===== config.mk =====
export PLATFORM = sky130hd
export DESIGN_NAME = irq_group_combiner
export DESIGN_NICKNAME = d
export VERILOG_FILES = /design/src/rtl/irq_group_combiner_pkg.sv /design/src/rtl/icomb_bank.sv /design/src/rtl/icomb_wr_dec.sv /design/src/rtl/icomb_rd_mux.sv /design/src/rtl/irq_group_combiner.sv
export SDC_FILE = /design/constraint.sdc
export NUM_CORES = 1
export LEC_CHECK = 0
export ABC_AREA = 1
export CAP_MARGIN = 20
export CORE_UTILIZATION = 50
export CTS_CLUSTER_DIAMETER = 120
export CTS_CLUSTER_SIZE = 10
export DETAILED_ROUTE_END_ITERATION = 12
export PLACE_DENSITY_LB_ADDON = 0.1
export SYNTH_ARGS = -nofsm -noshare
export SYNTH_HDL_FRONTEND = slang
export SYNTH_SLANG_ARGS = --single-unit
export TNS_END_PERCENT = 5

===== constraint.sdc =====
create_clock -name clk -period 1.5 [get_ports clk]
set_input_delay 0.45 -clock clk [delete_from_list [all_inputs] [get_ports clk]]
set_output_delay 0.45 -clock clk [all_outputs]
set_load 0.05 [all_outputs]

===== src/rtl/irq_group_combiner_pkg.sv =====
package irq_group_combiner_pkg;
  localparam int          LANE_W     = 8;
  localparam int          LANES      = 4;
  localparam int          BANK_W     = LANE_W * LANES;
  localparam int          OFS_W      = 4;
  localparam logic [3:0]  OFS_EN_SET = 4'h0;
  localparam logic [3:0]  OFS_EN_CLR = 4'h4;
  localparam logic [3:0]  OFS_STATUS = 4'hC;

  typedef enum logic [1:0] {
    RK_NONE,
    RK_ENABLE,
    RK_STATUS
  } rd_kind_e;
endpackage


===== src/rtl/icomb_bank.sv =====
module icomb_bank
  import irq_group_combiner_pkg::*;
#(
  parameter int GRP_W  = LANE_W,
  parameter int GRPS   = LANES,
  localparam int SRC_N = GRP_W * GRPS
) (
  input  logic             clk,
  input  logic             rst_n,
  input  logic             set_we,
  input  logic             clr_we,
  input  logic [SRC_N-1:0] wdata,
  input  logic [SRC_N-1:0] raw,
  output logic [SRC_N-1:0] en_q,
  output logic [SRC_N-1:0] status,
  output logic [GRPS-1:0]  grp
);
  always_ff @(posedge clk or negedge rst_n) begin
    if (!rst_n)      en_q <= '0;
    else if (set_we) en_q <= en_q | wdata;
    else if (clr_we) en_q <= en_q & ~wdata;
  end

  assign status = raw & en_q;

  for (genvar g = 0; g < GRPS; g++) begin : g_lane
    assign grp[g] = |status[g*GRP_W +: GRP_W];
  end
endmodule


===== src/rtl/icomb_wr_dec.sv =====
module icomb_wr_dec
  import irq_group_combiner_pkg::*;
#(
  parameter int NUM_BANKS = 2,
  parameter int ADDR_W    = 8,
  localparam int BIDX_W   = ADDR_W - OFS_W
) (
  input  logic              wr_en,
  input  logic [ADDR_W-1:0] addr,
  output logic [NUM_BANKS-1:0] set_we,
  output logic [NUM_BANKS-1:0] clr_we
);
  logic [BIDX_W-1:0] bidx;
  logic [OFS_W-1:0]  ofs;

  assign bidx = addr[ADDR_W-1:OFS_W];
  assign ofs  = addr[OFS_W-1:0];

  for (genvar b = 0; b < NUM_BANKS; b++) begin : g_bank
    logic hit;
    assign hit       = wr_en && (bidx == BIDX_W'(b));
    assign set_we[b] = hit && (ofs == OFS_EN_SET);
    assign clr_we[b] = hit && (ofs == OFS_EN_CLR);
  end
endmodule


===== src/rtl/icomb_rd_mux.sv =====
module icomb_rd_mux
  import irq_group_combiner_pkg::*;
#(
  parameter int NUM_BANKS = 2,
  parameter int ADDR_W    = 8,
  localparam int BIDX_W   = ADDR_W - OFS_W,
  localparam int TOT_W    = BANK_W * NUM_BANKS
) (
  input  logic              clk,
  input  logic              rst_n,
  input  logic              rd_en,
  input  logic [ADDR_W-1:0] addr,
  input  logic [TOT_W-1:0]  en_all,
  input  logic [TOT_W-1:0]  status_all,
  output logic [BANK_W-1:0] rdata
);
  logic [BIDX_W-1:0] bidx;
  logic [OFS_W-1:0]  ofs;
  rd_kind_e          kind;
  logic [BANK_W-1:0] sel_en, sel_st, rd_next;

  assign bidx = addr[ADDR_W-1:OFS_W];
  assign ofs  = addr[OFS_W-1:0];

  always_comb begin
    unique case (ofs)
      OFS_EN_SET, OFS_EN_CLR: kind = RK_ENABLE;
      OFS_STATUS:             kind = RK_STATUS;
      default:                kind = RK_NONE;
    endcase
  end

  always_comb begin
    sel_en = '0;
    sel_st = '0;
    for (int b = 0; b < NUM_BANKS; b++) begin
      if (bidx == BIDX_W'(b)) begin
        sel_en = en_all[b*BANK_W +: BANK_W];
        sel_st = status_all[b*BANK_W +: BANK_W];
      end
    end
  end

  always_comb begin
    case (kind)
      RK_ENABLE: rd_next = sel_en;
      RK_STATUS: rd_next = sel_st;
      default:   rd_next = '0;
    endcase
  end

  always_ff @(posedge clk or negedge rst_n) begin
    if (!rst_n)     rdata <= '0;
    else if (rd_en) rdata <= rd_next;
    else            rdata <= '0;
  end
endmodule


===== src/rtl/irq_group_combiner.sv =====
module irq_group_combiner
  import irq_group_combiner_pkg::*;
#(
  parameter int NUM_BANKS = 2,
  parameter int ADDR_W    = 8,
  localparam int TOT_W    = BANK_W * NUM_BANKS,
  localparam int GRP_N    = LANES * NUM_BANKS
) (
  input  logic              clk,
  input  logic              rst_n,
  input  logic              wr_en,
  input  logic              rd_en,
  input  logic [ADDR_W-1:0] addr,
  input  logic [31:0]       wdata,
  output logic [31:0]       rdata,
  input  logic [TOT_W-1:0]  src_raw,
  output logic [GRP_N-1:0]  grp_irq
);
  logic [NUM_BANKS-1:0] set_we, clr_we;
  logic [TOT_W-1:0]     en_all, status_all;

  icomb_wr_dec #(.NUM_BANKS(NUM_BANKS), .ADDR_W(ADDR_W)) u_wr_dec (
    .wr_en  (wr_en),
    .addr   (addr),
    .set_we (set_we),
    .clr_we (clr_we)
  );

  for (genvar b = 0; b < NUM_BANKS; b++) begin : g_bank
    icomb_bank #(.GRP_W(LANE_W), .GRPS(LANES)) u_bank (
      .clk    (clk),
      .rst_n  (rst_n),
      .set_we (set_we[b]),
      .clr_we (clr_we[b]),
      .wdata  (wdata),
      .raw    (src_raw[b*BANK_W +: BANK_W]),
      .en_q   (en_all[b*BANK_W +: BANK_W]),
      .status (status_all[b*BANK_W +: BANK_W]),
      .grp    (grp_irq[b*LANES +: LANES])
    );
  end

  icomb_rd_mux #(.NUM_BANKS(NUM_BANKS), .ADDR_W(ADDR_W)) u_rd_mux (
    .clk        (clk),
    .rst_n      (rst_n),
    .rd_en      (rd_en),
    .addr       (addr),
    .en_all     (en_all),
    .status_all (status_all),
    .rdata      (rdata)
  );
endmodule


==> run_results.csv <==
group,metric,value,unit
place,dpl.hpwl,14100,um
synthesis,synth_cell_types,23,
floorplan,die_area,11800,sq um
sta,fin_ws,-0.355,ns
finish,antenna_cells,0,
place,place_area,8480,sq um
synthesis,syn_area_per_cell,7.03,sq um
worst_setup_path,crit_required,1.05,ns
power_and_ir_drop,power_density,710,nW/um^2
clock_network,cts.sink_count,96,
sta,finalSetupViolations,15,
global_routing,first_global_vias,7022,
finish,drive_above_1_share,29.7,%
finish,n_fill_cell,606,
finish,final_area,9540,sq um
drt,drtIter0Drc,752,
sta,hold_viol_final,0,
worst_setup_path,cp_num_buf_inv,1,
worst_setup_path,startpoint_type,"flip-flop",
drt,viasPerCell,5.77,
place,io_buffers,147,
finish,finalNonFillerCells,1233,
drt,vias,7116,
worst_setup_path,slowest_delay,0.41,ns
drt,wl,22800,um
synthesis,synth.top_cell.area_share,42.3,%
min_path,min_path_type,"in2async",
sta,whs,0.102,ns
global_routing,antenna_found_initial,0,
clock_network,cts_buffers,9,
floorplan,initial_core_util,51.9,%
sta,slew_headroom,67.8,%
sta,skew,0.00752,ns
sta,fmax,539,MHz
place,pre_cts_ws,-0.743,ns
clock_network,cts.clk_slew.worst_paths,0.07,ns
clock_network,clock_path_buffers,2,
worst_setup_path,critical_path.top_delay_family,"simple AND/OR/NAND/NOR gates",
worst_setup_path,worstPathArrival,1.41,ns
synthesis,yosysWarningCount,0,
floorplan,die-width,109,um
worst_setup_path,end_kind,"output pin",
clock_network,cts-root-buf,"clkbuf_16",
power_and_ir_drop,vdd_drop_max,0.495,mV
sta,tns,-3.68,ns
drt,routedWlPerCell,18.5,um
synthesis,ys_ff_latch,96,
flow_run,maxCapViolations,0,
synthesis,synth_nets,917,
drt,dr.pass1.iters,6,
finish,syn2layout_area_growth,68.2,%
global_routing,grt_max_degree,63,
floorplan,ioPinCount,148,
floorplan,fp.dieH,109,um
sta,fin_crit,1.86,ns
place,gp_congestion,0.937,
floorplan,core-area,10900,sq um
finish,fin_nets,1198,
worst_setup_path,worstPathCellList,"nand2_2 -> nand4_1 -> or2_4 -> buf_8",
drt,route.detailed.drc,0,
power_and_ir_drop,p_leak,5.14,nW
clock_network,clock_latency,0.35,ns
drt,route.antenna.remaining_nets,0,
clock_network,cts_tree,"built",
sta,drv_slew,0,
sta,tightest_slew,0.483,ns
synthesis,yosysSeqAreaShare,42.3,%
clock_network,cts_max_level,3,
run_status,failed_checks,"negative setup slack",
sta,rsz0062_at_grt,"true",
worst_setup_path,slowest_stage,"dfrtp_1",
floorplan,rows,38,
global_routing,grt_overflow,0,
synthesis,synth_area_leader_cell,"dfrtp_1",
worst_setup_path,critPathKind,"reg2out",
synthesis,synth.area.top_cells,"dfrtp_1 42%, nand2_1 19%, nand3_1 11%",
synthesis,syn_area,5670,sq um
worst_setup_path,path_max_fanout,3,
global_routing,grt_pass1_wl,34200,um
synthesis,syn-instance-count,807,
place,post-place-cells,1162,
global_routing,track_usage,38.4,%
sta,timing.final.crit_share,124,%
run_status,outcome,"finished, violations left",
-- cell usage in the layout (no fill, tap or decap), types with 5 or more instances in the layout --
master and count:
or2_4 8, dlygate4sd2_1 70, o21ai_1 61, buf_6 5, nand3_1 123, inv_2 8
clkbuf_16 10, nand4_1 16, dfrtp_1 95, a21oi_2 22, nand2_1 258, clkdlybuf4s50_1 34
nand3b_1 32, nand2_2 34, buf_12 50, buf_8 11, a21oi_1 11, buf_4 148
nor2_4 5, inv_1 65
-- cells in the mapped netlist --
cell / instances
a21oi_1: 33
buf_1: 5
buf_2: 22
buf_4: 6
buf_6: 3
clkbuf_1: 15
dfrtp_1: 96
ha_1: 2
inv_1: 69
inv_2: 6
nand2_1: 293
nand2_2: 1
nand2_4: 1
nand3_1: 126
nand3b_1: 32
nand4_1: 16
nor2_1: 3
nor2_2: 1
nor2_4: 3
nor2_8: 1
nor3_1: 1
o21ai_1: 64
or2_2: 8
-- routing by layer --
layer  share of wire (%)  up-vias  routed length [um]  global-route usage, %
met5                   0        -                   0                      0
met4                 4.3        0                 977                   20.2
met3                  10       98                2290                   6.63
met2                  48      485               10900                   62.2
met1                  38     3345                8610                   49.1
li1                    -     3188                   -                      -
-- worst paths after layout --
check                               start                 end  slack [ns]  cells after the start
worst max register to register  flip-flop  u_rd_mux.rdata[26]       -0.22                     13
worst min-delay path                rst_n           async pin        0.10                      2
worst min register to register  flip-flop           flip-flop        0.54                      2
worst max-delay path            flip-flop          grp_irq[1]       -0.36                      4
max in group asynchronous           rst_n   u_rd_mux.rdata[8]        1.00                      2
min in group clk                flip-flop           flip-flop        0.54                      2
-- kinds of logic (layout without fill, tap and decap cells) --
kind of cell | after synthesis | after routing | share of synthesized area, %
and+or+nand+nor | 486 | 486 | 39.0
buffers and inverters | 126 | 412 | 9.62
AOI/OAI and AO/OA | 97 | 97 | 8.56
DFF | 96 | 96 | 42.3
adders and majority gates | 2 | 2 | 0.441
-- what timing repair did --
| action | 4_1_cts | 5_1_grt |
|---|---|---|
| hold buffers | 0 | 0 |
| gates cloned | 0 | 1 |
| endpoints found under the setup margin | 104 | 100 |
| pin swaps | 80 | 19 |
| resized for setup | 129 | 61 |
| hold endpoints to repair | 0 | 0 |
| setup buffers | 55 | 3 |
-- final cells by class --
| cell class | instances | area [sq um] | area share, % |
|---|---|---|---|
| Clock buffer | 9 | 225 | 2.36 |
| Clock inverter | 7 | 103 | 1.07 |
| Inverter | 75 | 287 | 3.00 |
| Multi-Input combinational cell | 585 | 3020 | 31.6 |
| Sequential cell | 96 | 2400 | 25.2 |
| Tap cell | 140 | 175 | 1.84 |
| Timing Repair Buffer | 321 | 3330 | 34.9 |
-- per-stage QoR --
step	util (%)	total power [mW]
floorplan	-	3.26
global placement	77.5	4.00
detailed placement	77.5	4.03
CTS	85.2	6.67
global route	87.3	6.94
finish	87.3	6.77
-- report_power, final --
group | internal, mW | leakage (nW) | switching (mW)
sequential | 2.67 | 1.33 | 0.0654
clock | 1.49 | 0.162 | 1.10
combinational | 0.687 | 3.65 | 0.761
Power figures use the tool's default switching activity.
